[src/rtl/norFlashPkg.sv]
package norFlashPkg;

  typedef enum logic [3:0] {
    ST_READ, ST_UNLK1, ST_CMD, ST_PROG, ST_ESET, ST_EUNLK1, ST_ESEL,
    ST_BUSY, ST_AUTO, ST_CFI
  } cmdState_t;

  typedef enum logic [1:0] {RS_ARRAY, RS_STATUS, RS_IDENT, RS_QUERY} rdSel_t;

  typedef struct packed {
    logic   progWr;
    logic   sectErase;
    logic   chipErase;
    logic   statFlip7;
    rdSel_t rdSel;
  } dpCtl_t;

  localparam logic [7:0] CB_UNLOCK0 = 8'hAA;
  localparam logic [7:0] CB_UNLOCK1 = 8'h55;
  localparam logic [7:0] CB_BYPASS  = 8'h20;
  localparam logic [7:0] CB_ERASE   = 8'h80;
  localparam logic [7:0] CB_IDENT   = 8'h90;
  localparam logic [7:0] CB_PROGRAM = 8'hA0;
  localparam logic [7:0] CB_QUERY   = 8'h98;
  localparam logic [7:0] CB_RESET   = 8'hF0;
  localparam logic [7:0] CB_SECTOR  = 8'h30;
  localparam logic [7:0] CB_CHIP    = 8'h10;
  localparam logic [7:0] CB_BYPEXIT = 8'h00;

  localparam int WA_FIRST  = 'h555;
  localparam int WA_SECOND = 'h2AA;
  localparam int WA_QUERY  = 'h55;

endpackage

[src/rtl/norFlashCtrl.sv]
module norFlashCtrl
  import norFlashPkg::*;
#(
  parameter int WA_W           = 12,
  parameter int SECT_ERASE_CYC = 20,
  parameter int CHIP_ERASE_CYC = 40
) (
  input  logic            clk,
  input  logic            rstN,
  input  logic            wrEn,
  input  logic [WA_W-1:0] wa,
  input  logic [7:0]      cmdByte,
  output dpCtl_t          ctl,
  output logic            busy
);
  localparam int MAX_CYC = (CHIP_ERASE_CYC > SECT_ERASE_CYC) ? CHIP_ERASE_CYC : SECT_ERASE_CYC;
  localparam int CNT_W   = $clog2(MAX_CYC + 1);

  cmdState_t        state, nState;
  logic             bypass, nBypass;
  logic [CNT_W-1:0] busyCnt, nCnt;

  logic atFirst, atSecond, atQuery;
  assign atFirst  = (wa == WA_W'(WA_FIRST));
  assign atSecond = (wa == WA_W'(WA_SECOND));
  assign atQuery  = (wa == WA_W'(WA_QUERY));

  always_comb begin
    nState        = state;
    nBypass       = bypass;
    nCnt          = busyCnt;
    ctl.progWr    = 1'b0;
    ctl.sectErase = 1'b0;
    ctl.chipErase = 1'b0;
    ctl.statFlip7 = 1'b0;
    if (state == ST_BUSY) begin
      if (busyCnt == '0) begin
        ctl.statFlip7 = 1'b1;
        nState        = bypass ? ST_CMD : ST_READ;
      end else begin
        nCnt = busyCnt - 1'b1;
      end
    end else if (wrEn) begin
      nState  = ST_READ;
      nBypass = 1'b0;
      if (state == ST_PROG || cmdByte != CB_RESET) begin
        nBypass = bypass;
        case (state)
          ST_READ: begin
            if (atQuery && cmdByte == CB_QUERY) nState = ST_CFI;
            else if (atFirst && cmdByte == CB_UNLOCK0) nState = ST_UNLK1;
            else nBypass = 1'b0;
          end
          ST_UNLK1, ST_EUNLK1: begin
            if (atSecond && cmdByte == CB_UNLOCK1) nState = (state == ST_UNLK1) ? ST_CMD : ST_ESEL;
            else nBypass = 1'b0;
          end
          ST_CMD: begin
            nBypass = 1'b0;
            if (bypass || atFirst) begin
              nBypass = bypass;
              case (cmdByte)
                CB_BYPASS:  begin nBypass = 1'b1; nState = ST_CMD; end
                CB_ERASE:   nState = ST_ESET;
                CB_IDENT:   nState = ST_AUTO;
                CB_PROGRAM: nState = ST_PROG;
                default:    nBypass = 1'b0;
              endcase
            end
          end
          ST_PROG: begin
            ctl.progWr = 1'b1;
            nState     = bypass ? ST_CMD : ST_READ;
          end
          ST_ESET: begin
            if (atFirst && cmdByte == CB_UNLOCK0) nState = ST_EUNLK1;
            else nBypass = 1'b0;
          end
          ST_ESEL: begin
            if (cmdByte == CB_SECTOR) begin
              ctl.sectErase = 1'b1;
              nState        = ST_BUSY;
              nCnt          = CNT_W'(SECT_ERASE_CYC - 1);
            end else if (cmdByte == CB_CHIP && atFirst) begin
              ctl.chipErase = 1'b1;
              nState        = ST_BUSY;
              nCnt          = CNT_W'(CHIP_ERASE_CYC - 1);
            end else begin
              nBypass = 1'b0;
            end
          end
          ST_AUTO: begin
            if (!(bypass && cmdByte == CB_BYPEXIT) && atQuery && cmdByte == CB_QUERY) nState = ST_CFI;
            else nBypass = 1'b0;
          end
          default: nBypass = 1'b0;
        endcase
      end
    end
  end

  always_comb begin
    case (state)
      ST_PROG, ST_BUSY: ctl.rdSel = RS_STATUS;
      ST_AUTO:          ctl.rdSel = RS_IDENT;
      ST_CFI:           ctl.rdSel = RS_QUERY;
      default:          ctl.rdSel = RS_ARRAY;
    endcase
  end

  always_ff @(posedge clk or negedge rstN) begin
    if (!rstN) begin
      state   <= ST_READ;
      bypass  <= 1'b0;
      busyCnt <= '0;
    end else begin
      state   <= nState;
      bypass  <= nBypass;
      busyCnt <= nCnt;
    end
  end

  assign busy = (state == ST_BUSY);

  logic [CNT_W:0] busyRun;
  always_ff @(posedge clk or negedge rstN) begin
    if (!rstN) busyRun <= '0;
    else if (busy) busyRun <= busyRun + 1'b1;
    else busyRun <= '0;
  end

  AST_BUSY_BOUNDED: assert property (@(posedge clk) disable iff (!rstN)
    busy |-> (busyRun < (CNT_W+1)'(MAX_CYC)));
  AST_ERASE_RAISES_BUSY: assert property (@(posedge clk) disable iff (!rstN)
    (ctl.sectErase || ctl.chipErase) |=> busy);
  AST_RESET_BYTE_TO_READ: assert property (@(posedge clk) disable iff (!rstN)
    (wrEn && cmdByte == CB_RESET && state != ST_PROG && state != ST_BUSY)
      |=> (state == ST_READ && !bypass));
  AST_BYPASS_PROG_RETURNS: assert property (@(posedge clk) disable iff (!rstN)
    (ctl.progWr && bypass) |=> (state == ST_CMD && bypass));

endmodule

[src/rtl/norFlashData.sv]
module norFlashData
  import norFlashPkg::*;
#(
  parameter int DATA_W       = 16,
  parameter int WORDS        = 64,
  parameter int SECTOR_WORDS = 16,
  parameter logic [DATA_W-1:0] ID_MFR  = 'h0001,
  parameter logic [DATA_W-1:0] ID_DEV  = 'h227E,
  parameter logic [DATA_W-1:0] ID_EXT0 = 'h2210,
  parameter logic [DATA_W-1:0] ID_EXT1 = 'h2201,
  parameter bit  EXT_ID_EN     = 1'b1,
  localparam int IDX_W         = $clog2(WORDS)
) (
  input  logic              clk,
  input  logic              rstN,
  input  dpCtl_t            ctl,
  input  logic              rdEn,
  input  logic [IDX_W-1:0]  arrIdx,
  input  logic [7:0]        regOff,
  input  logic [DATA_W-1:0] wrData,
  output logic [DATA_W-1:0] rdData
);
  localparam int SECT_SH     = $clog2(SECTOR_WORDS);
  localparam int TOTAL_BYTES = WORDS * DATA_W / 8;
  localparam int SECT_BYTES  = SECTOR_WORDS * DATA_W / 8;
  localparam int NSECT       = WORDS / SECTOR_WORDS;
  localparam int QUERY_LEN   = 'h31;

  logic [DATA_W-1:0] mem [WORDS];
  logic [7:0]        status;
  logic [DATA_W-1:0] rdMux;

  function automatic logic [7:0] queryByte(input logic [7:0] off);
    case (off)
      8'h10:   return 8'h51;
      8'h11:   return 8'h52;
      8'h12:   return 8'h59;
      8'h13:   return 8'h02;
      8'h27:   return 8'($clog2(TOTAL_BYTES));
      8'h2C:   return 8'h01;
      8'h2D:   return 8'(NSECT - 1);
      8'h2E:   return 8'((NSECT - 1) >> 8);
      8'h2F:   return 8'(SECT_BYTES >> 8);
      8'h30:   return 8'(SECT_BYTES >> 16);
      default: return 8'h00;
    endcase
  endfunction

  always_comb begin
    rdMux = mem[arrIdx];
    case (ctl.rdSel)
      RS_STATUS: rdMux = DATA_W'(status);
      RS_IDENT: begin
        if (regOff == 8'h00) rdMux = ID_MFR;
        else if (regOff == 8'h01) rdMux = ID_DEV;
        else if (regOff == 8'h02) rdMux = '0;
        else if (EXT_ID_EN && regOff == 8'h0E) rdMux = ID_EXT0;
        else if (EXT_ID_EN && regOff == 8'h0F) rdMux = ID_EXT1;
      end
      RS_QUERY: rdMux = (int'(regOff) < QUERY_LEN) ? DATA_W'(queryByte(regOff)) : '0;
      default: ;
    endcase
  end

  always_ff @(posedge clk or negedge rstN) begin
    if (!rstN) begin
      for (int i = 0; i < WORDS; i++) mem[i] <= '1;
      status <= 8'h00;
      rdData <= '0;
    end else begin
      if (rdEn) begin
        rdData <= rdMux;
        if (ctl.rdSel == RS_STATUS) status[6] <= ~status[6];
      end
      if (ctl.progWr) begin
        mem[arrIdx] <= mem[arrIdx] & wrData;
        status      <= {~wrData[7], 7'h7F};
      end
      if (ctl.sectErase) begin
        for (int i = 0; i < WORDS; i++)
          if ((i >> SECT_SH) == (int'(arrIdx) >> SECT_SH)) mem[i] <= '1;
        status <= 8'h00;
      end
      if (ctl.chipErase) begin
        for (int i = 0; i < WORDS; i++) mem[i] <= '1;
        status <= 8'h00;
      end
      if (ctl.statFlip7) status[7] <= ~status[7];
    end
  end

  AST_PROG_ONLY_CLEARS: assert property (@(posedge clk) disable iff (!rstN)
    ctl.progWr |=> ((mem[$past(arrIdx)] & ~$past(wrData)) == '0));
  AST_ERASE_CLEARS_STATUS: assert property (@(posedge clk) disable iff (!rstN)
    (ctl.sectErase || ctl.chipErase) |=> (status == 8'h00));
  AST_ONE_ARRAY_OP: assert property (@(posedge clk) disable iff (!rstN)
    $onehot0({ctl.progWr, ctl.sectErase, ctl.chipErase}));

endmodule

[src/rtl/norFlashTop.sv]
module norFlashTop
  import norFlashPkg::*;
#(
  parameter int ADDR_W         = 13,
  parameter int DATA_W         = 16,
  parameter int WORDS          = 64,
  parameter int SECTOR_WORDS   = 16,
  parameter int SECT_ERASE_CYC = 20,
  parameter int CHIP_ERASE_CYC = 40,
  parameter logic [DATA_W-1:0] ID_MFR  = 'h0001,
  parameter logic [DATA_W-1:0] ID_DEV  = 'h227E,
  parameter logic [DATA_W-1:0] ID_EXT0 = 'h2210,
  parameter logic [DATA_W-1:0] ID_EXT1 = 'h2201,
  parameter bit  EXT_ID_EN     = 1'b1
) (
  input  logic              clk,
  input  logic              rstN,
  input  logic              wrEn,
  input  logic              rdEn,
  input  logic [ADDR_W-1:0] addr,
  input  logic [DATA_W-1:0] wrData,
  output logic [DATA_W-1:0] rdData,
  output logic              busy
);
  localparam int SHIFT = $clog2(DATA_W / 8);
  localparam int WA_W  = ADDR_W - SHIFT;
  localparam int IDX_W = $clog2(WORDS);

  logic [WA_W-1:0] wa;
  dpCtl_t          ctl;

  assign wa = addr[ADDR_W-1:SHIFT];

  generate
    if (SHIFT > 0) begin : g_lowBits
      logic unusedLowBits;
      assign unusedLowBits = ^addr[SHIFT-1:0];
    end
  endgenerate

  norFlashCtrl #(
    .WA_W(WA_W), .SECT_ERASE_CYC(SECT_ERASE_CYC), .CHIP_ERASE_CYC(CHIP_ERASE_CYC)
  ) uCtrl (
    .clk(clk), .rstN(rstN), .wrEn(wrEn), .wa(wa), .cmdByte(wrData[7:0]),
    .ctl(ctl), .busy(busy)
  );

  norFlashData #(
    .DATA_W(DATA_W), .WORDS(WORDS), .SECTOR_WORDS(SECTOR_WORDS),
    .ID_MFR(ID_MFR), .ID_DEV(ID_DEV), .ID_EXT0(ID_EXT0), .ID_EXT1(ID_EXT1),
    .EXT_ID_EN(EXT_ID_EN)
  ) uData (
    .clk(clk), .rstN(rstN), .ctl(ctl), .rdEn(rdEn),
    .arrIdx(wa[IDX_W-1:0]), .regOff(wa[7:0]), .wrData(wrData), .rdData(rdData)
  );

endmodule

[config.mk]
export PLATFORM = sky130hd
export DESIGN_NAME = norFlashTop
export DESIGN_NICKNAME = d
export VERILOG_FILES = /design/src/rtl/norFlashPkg.sv /design/src/rtl/norFlashCtrl.sv /design/src/rtl/norFlashData.sv /design/src/rtl/norFlashTop.sv
export SDC_FILE = /design/constraint.sdc
export NUM_CORES = 2
export LEC_CHECK = 0
export ABC_AREA = 1
export CORE_UTILIZATION = 48
export CTS_CLUSTER_DIAMETER = 80
export DETAILED_ROUTE_END_ITERATION = 8
export HOLD_SLACK_MARGIN = 0.1
export MAX_ROUTING_LAYER = met4
export PLACE_DENSITY = 0.73
export SLEW_MARGIN = 20
export SYNTH_ARGS = -nofsm -noshare
export SYNTH_HDL_FRONTEND = slang
export SYNTH_SLANG_ARGS = --single-unit
[constraint.sdc]
create_clock -name clk -period 2.1 [get_ports clk]
set_input_delay 0.525 -clock clk [delete_from_list [all_inputs] [get_ports clk]]
set_output_delay 0.525 -clock clk [all_outputs]
set_load 0.05 [all_outputs]
# After elaboration in Yosys (flattened, before gate mapping)
# Index checks and enable logic that the tools add are counted.
# W data, S select, Z words.
totals:
  ff_bits: 1059
  output_inout_bits: 17
  wordCells: 291
classes:
  n_addsub: 1
  n_lt_le_gt_ge: 3
  n_eq_ne: 48
  muxes: 131
  bitwise_logic: 6
  n_reduce_logical: 31
op_table:
  columns: ["cell", "count"]
  rows:
  - ["$mux W1024", 3]
  - ["$mux W16", 72]
  - ["$bwmux W1024", 1]
  - ["$bmux W16 S6", 1]
  - ["$demux W16 S6", 1]
  - ["$pmux W7 S7", 1]
  - ["$pmux W16 S3", 1]
  - ["$mux W6", 7]
  - ["$eq A8 B5 Y1 const B", 5]
  - ["$eq A8 B6 Y1 const B", 5]
  - ["$eq A8 B8 Y1 const B", 5]
  - ["$mux W4", 9]
  - ["$logic_not A32 Y1", 1]
  - ["$pmux W4 S7", 1]
  - ["$mux W8", 3]
  - ["$mux W1", 18]
  - ["$mux W3", 6]
  - ["$and A16 B16 Y16", 1]
  - ["$eq A4 B3 Y1 const B", 4]
  - ["$eq A8 B4 Y1 const B", 2]
  - ["$logic_not A8 Y1", 2]
  - ["$pmux W4 S4", 1]
  - ["$ne A3 B3 Y1 const B", 5]
  - ["$eq A12 B10 Y1 const B", 1]
  - ["other kinds (40)", 64]

# Logic depth before layout (Yosys ltp)
depth:
  depth_word: 12
  ltp_mapped: 18

# Modules after synthesis
# A second synthesis with hierarchy kept.
hier_totals:
  hier_cells: 6214
  hier_area_um2: 52135.0
modules_own_cells:
  columns: ["mod", "n_inst", "cells_each", "area_each_um2", "seq_area_each_um2"]
  rows:
  - ["norFlashData", 1, 5982, 50878.8, 27381.3]
  - ["norFlashCtrl", 1, 232, 1256.2, 275.3]

# Least setup slack after synthesis
# No wires, ideal clock.
synth_path:
  kind: "flip-flop to flip-flop"
  start: "reg uCtrl.state[2]"
  end: "reg uData.mem[929] (netlist bit)"
  setup_time_ns: 0.091
  t_arrival_ns: 2.459
  path_slack_ns: -0.450
  stages_incl_launch_ff: 14
  n_path_buf: 2
  period_less_slack_ns: 2.550
  path_cell_list: "dfrtp_1 inv_1 nor2_1 inv_1 nor2_1 nor2_1 nand2_1 inv_1 nand3b_4 o21ai_1 buf_2 buf_2 a21oi_1 o21ai_0"
synth_rtl:
  columns: ["element", "line", "source"]
  rows:
  - ["start: declaration", "norFlashCtrl.sv:19", "cmdState_t state, nState;"]
  - ["start signal: assignment", "norFlashCtrl.sv:117", "state <= nState;"]
  - ["$eq A4 B3 Y1 *", null, null]
  - ["via busy", "norFlashTop.sv:23", "output logic busy"]
  - ["$mux W3 *", "norFlashCtrl.sv:36", "if (state == ST_BUSY) begin"]
  - ["$mux W1024", "norFlashData.sv:75", "if (ctl.progWr) begin"]
  - ["$mux W16", "norFlashData.sv:81", "if ((i >> SECT_SH) == (int'(arrIdx) >> SECT_SH)) mem[i] <= '1;"]
  - ["$mux W1024", "norFlashData.sv:79", "if (ctl.sectErase) begin"]
  - ["$mux W1024 *", "norFlashData.sv:84", "if (ctl.chipErase) begin"]
  - ["end signal: indexed assignment", "norFlashData.sv:76", "mem[arrIdx] <= mem[arrIdx] & wrData;"]
  - ["end: declaration", "norFlashData.sv:29", "logic [DATA_W-1:0] mem [WORDS];"]
# Mark *: on every way through the listed nets, which the timed path passes. The rest lies on a longest branch.
# A chain may end at the register's enable or synchronous reset.

# Worst setup path in the final report
layout_path:
  start: "in addr[2]"
  end: "reg uData.mem[795] (netlist bit)"
layout_between:
  elab_chain_cells: 10
layout_rtl:
  columns: ["element", "line", "source"]
  rows:
  - ["start: declaration", "norFlashTop.sv:20", "input logic [ADDR_W-1:0] addr,"]
  - ["$not A6 Y7 (not written as such)", "norFlashData.sv:76", null]
  - ["$ge A7 B7 Y1 (not written as such), or another cell as far along", "norFlashData.sv:76", null]
  - ["$logic_and A1 B1 Y1 (not written as such) / $mux W16 (equally long branches)", "norFlashData.sv:76", null]
  - ["$mux W16 (not written as such)", "norFlashData.sv:76", null]
  - ["$demux W16 S6 / $and A16 B16 Y16 (equally long branches)", "norFlashData.sv:76", null]
  - ["$bwmux W1024", "norFlashData.sv:76", null]
  - ["$mux W1024", "norFlashData.sv:75", null]
  - ["$mux W16", "norFlashData.sv:81", null]
  - ["$mux W1024", "norFlashData.sv:79", null]
  - ["$mux W1024 *", "norFlashData.sv:84", null]
# Mark *: on every way between the ends. The rest lies on a longest branch, timed or not. The select of a mux whose other input is x is not followed.

==> results.md <==
- CTS Buffer Depth: 3
- Syn Std Cell Area: 0.0516 mm2
- First-pass DRT Iterations: 9
- Row cnt: 119
- # nets final: 6664
- Port Buf Inserts: 48
- Aggregate global-route resource usage: 36.7%
- Startpoint types: input port
- Filler cell count in the final layout: 8068
- Design Area, Final: 0.0687 mm2
- Overflow after GRT: 0
- Xor-xnor portion of the synthesized cell area: 0.0170%
- R2r startpoint: uData.mem[507]$_DFF_PN1_
- Post-Place Cell Area: 0.0615 mm2
- Final Power: 43.6 mW
- Final period demand of the worst path: 2.33 ns
- Fin. Hold Viols: 0
- R2r endpoint: uData.mem[795]$_DFF_PN1_
- Count of final max-slew check failures: 0
- Die Y: 330 um
- Fraction of layout cells with a size suffix above 1: 41.0%
- Ys Warns: 0
- R2R depth: 11
- Fmax: 429 MHz
- CTS tree: done
- CP endpoint: uData.mem[795]$_DFF_PN1_
- Initial Utilization: 48.7%
- #FFs+latches synth: 1054
- Clock Latency Late Sink: 0.75 ns
- Critical path peak fanout: 20
- Post-Synth Adder-Cell Area: 0.0485%
- Clock root cell: clkbuf_16
- DRT antenna net count: 0
- IO Pins: 50
- Die ar.: 0.109 mm2
- Final WL: 203000 um
- CP Capture Type: register
- Routability-driven placement congestion ratio: 0.991
- # DRC: 0
- Max-slew headroom: 55.4%
- PwrDens: 634 mW/mm2
- Violated checks: setup timing
- Clk_skew: 0.0388 ns
- TritonCTS Buffers: 109
- H-Tree Depth: 3
- Critical Path Source: addr[2]
- Worst-Margin Slew: 0.669 ns
- Largest cells by area after synthesis: dfstp_2 (52%), a21oi_1 (11%), nand2_1 (9.9%), o21ai_0 (5.1%), a22oi_1 (4.8%)
- Top-area cell type share of the netlist area: 52.1%
- Final WS setup: -0.229 ns
- Top-count cell post-synth: nand2_1
- WL/cell: 25.1 um
- DIE WIDTH: 330 um
- Clk sinks: 1054
- Clk slew on worst S/H paths: 0.06 ns
- Fraction of registers with async set or reset after synthesis: 100%
- Core Box Area: 0.106 mm2
- Place WS: -1.26 ns
- Layout area overhead: 33.2%
- Worst reg2reg setup slack: -0.22 ns
- CP required: 2.76 ns
- Critical path type: in -> reg
- Fin crit share: 111%
- Final setup fails: 1023
- Top_reg_cell synth: dfstp_2
- Status: complete, but fails checks
- RSZ-0062 raised after global routing: true
- Pin count of the biggest net entering global routing: 72
- Mux cell area share after synthesis: 0%
- Yosys cell types: 41
- Number of synthesized flops with an enable pin: 0
- Total number of vias: 51904
- First-pass GRT wire length: 298000 um
- Mapped Nets: 6132
- Leak Pwr: 28.6 nW
- Post-detail-place hpwl: 123000 um
- Min-Delay Path Class: in -> reg
- Synth top cells by count: nand2_1 (1356), a21oi_1 (1149), dfstp_2 (1024), o21ai_0 (528), nand3_1 (491)
- Syn Area/Cell: 8.47 um2
- 1st-iter DRT viols: 7750
- Largest family of logic cells by synthesized area: compound AO/OA/AOI/OAI gates
- Vias in the first global route: 49892
- Area leader, netlist: dfstp_2
- Max Cap Viol: 0
- Vias per cell: 6.40
- Post-Synthesis Cells: 6097
- Simple-gate portion of the synthesized area: 17.9%
- Endpoint arrival time on the critical path: 2.99 ns
- Initial antenna violation count: 2
- Sequential share of the synthesized area: 53.6%
- Post-synthesis compound-gate area fraction: 22.4%
- Worst vdd ir: 612 uV
- Setup tns final: -99.47 ns
==> sequential cells by signal, indices dropped and copies added, names as in the netlist <==
name / flops
uData.rdData: 16
uData.mem: 1024
uCtrl.state: 4
uCtrl.busyCnt: 6
uCtrl.bypass: 1
uData.status: 3
==> layout make-up <==
| cell class | count | area [um2] | area share [%] |
|---|---|---|---|
| Inverter | 178 | 729 | 1.06 |
| Sequential cell | 1054 | 27700 | 40.2 |
| Antenna cell | 3 | 7.51 | 0.0109 |
| Tap cell | 1391 | 1740 | 2.53 |
| Timing Repair Buffer | 965 | 11500 | 16.7 |
| Multi-Input combinational cell | 4321 | 23300 | 34.0 |
| Clock buffer | 157 | 3210 | 4.67 |
| Clock inverter | 39 | 554 | 0.806 |
==> metal layers <==
| metal | part of all wire (%) | up-vias | track usage, % |
|---|---|---|---|
| li1 | - | 22145 | - |
| met4 | 5.4 | 0 | 18.0 |
| met3 | 12 | 748 | 7.90 |
| met2 | 44 | 3553 | 54.3 |
| met5 | 0 | - | - |
| met1 | 38 | 25458 | 47.6 |
==> placed cells by master (no fill, tap or decap), drive strengths merged, types with 3 or more instances in the layout <==
| cell | Yosys | final |
|---|---|---|
| nor3 | 23 | 23 |
| bufbuf | 0 | 7 |
| clkinvlp | 0 | 4 |
| dfstp | 1024 | 1024 |
| dlymetal6s2s | 0 | 4 |
| nand3b | 3 | 3 |
| a21o | 7 | 7 |
| a31oi | 9 | 9 |
| a22oi | 331 | 331 |
| diode | 0 | 3 |
| a21oi | 1150 | 1150 |
| clkbuf | 230 | 176 |
| inv | 176 | 179 |
| bufinv | 0 | 13 |
| clkdlybuf4s50 | 0 | 13 |
| nor4 | 3 | 3 |
| nand3 | 491 | 491 |
| a22o | 3 | 3 |
| nand2 | 1358 | 1358 |
| buf | 314 | 908 |
| or2 | 29 | 29 |
| nor2 | 204 | 204 |
| dfrtp | 30 | 30 |
| clkinv | 2 | 21 |
| o21ai | 623 | 623 |
| o211ai | 4 | 4 |
| dlygate4sd2 | 0 | 12 |
| nand4 | 73 | 73 |
==> worst min path at each step <==
| stage | start | endpoint | slack [ns] | depth (start not counted) |
|---|---|---|---|---|
| finish | wrData[10] | uData.mem[522]$_DFF_PN1_ | 0.18 | 3 |
| global route | wrData[10] | uData.mem[554]$_DFF_PN1_ | 0.21 | 3 |
| CTS | wrData[10] | uData.mem[522]$_DFF_PN1_ | 0.17 | 3 |
| detailed placement | uData.rdData[6]$_DFFE_PN0P_ | uData.rdData[6]$_DFFE_PN0P_ | 0.47 | 2 |
| floorplan | rstN | uCtrl.busyCnt[0]$_DFFE_PN0P_ | 0.23 | 0 |
| global placement | uData.rdData[15]$_DFFE_PN0P_ | uData.rdData[15]$_DFFE_PN0P_ | 0.47 | 2 |
==> per-stage QoR <==
stage,hold slack [ns],instances,utilization [%]
2_1_floorplan,0.229,6097,-
6_report,0.180,8108,64.8
3_3_place_gp,0.465,7794,58.0
3_5_place_dp,0.471,7794,58.0
4_1_cts,0.172,8056,63.4
5_1_grt,0.212,8107,64.8
==> worst max-delay path: stages <==
cell	delay [ns]
buf_12	0.13
inv_8	0.07
nand2_4	0.07
inv_8	0.18
buf_16	0.22
buf_4	0.16
a22oi_1	0.08
a21oi_2	0.21
nor3_1	0.08
buf_4	0.15
a21oi_4	0.18
nor2_1	0.07
buf_4	0.15
nand2_4	0.17
bufbuf_16	0.36
nand3_1	0.08
nand2_1	0.09
==> what timing repair did <==
item | in CTS | in global routing
hold buffers | 1 | 0
setup endpoints to repair | 1051 | 1051
gates cloned | 23 | 21
setup buffers | 42 | 31
resized for setup | 247 | 220
hold endpoints to repair | 18 | 0
pin swaps | 38 | 41
==> where the power goes <==
part	internal, mW	switching (mW)	leakage [nW]
Clock	12.2	8.48	1.86
Combinational	0.801	1.72	15.8
Sequential	20.4	0.00728	10.9
Total	33.4	10.2	28.6
==> kinds of logic after synthesis <==
kind of cell / Yosys count
xor+xnor: 1
fa+ha+maj: 2
simple gates: 2184
flops: 1054
buf+inv: 722
compound gates: 2134
(Power assumes the default switching activity.)
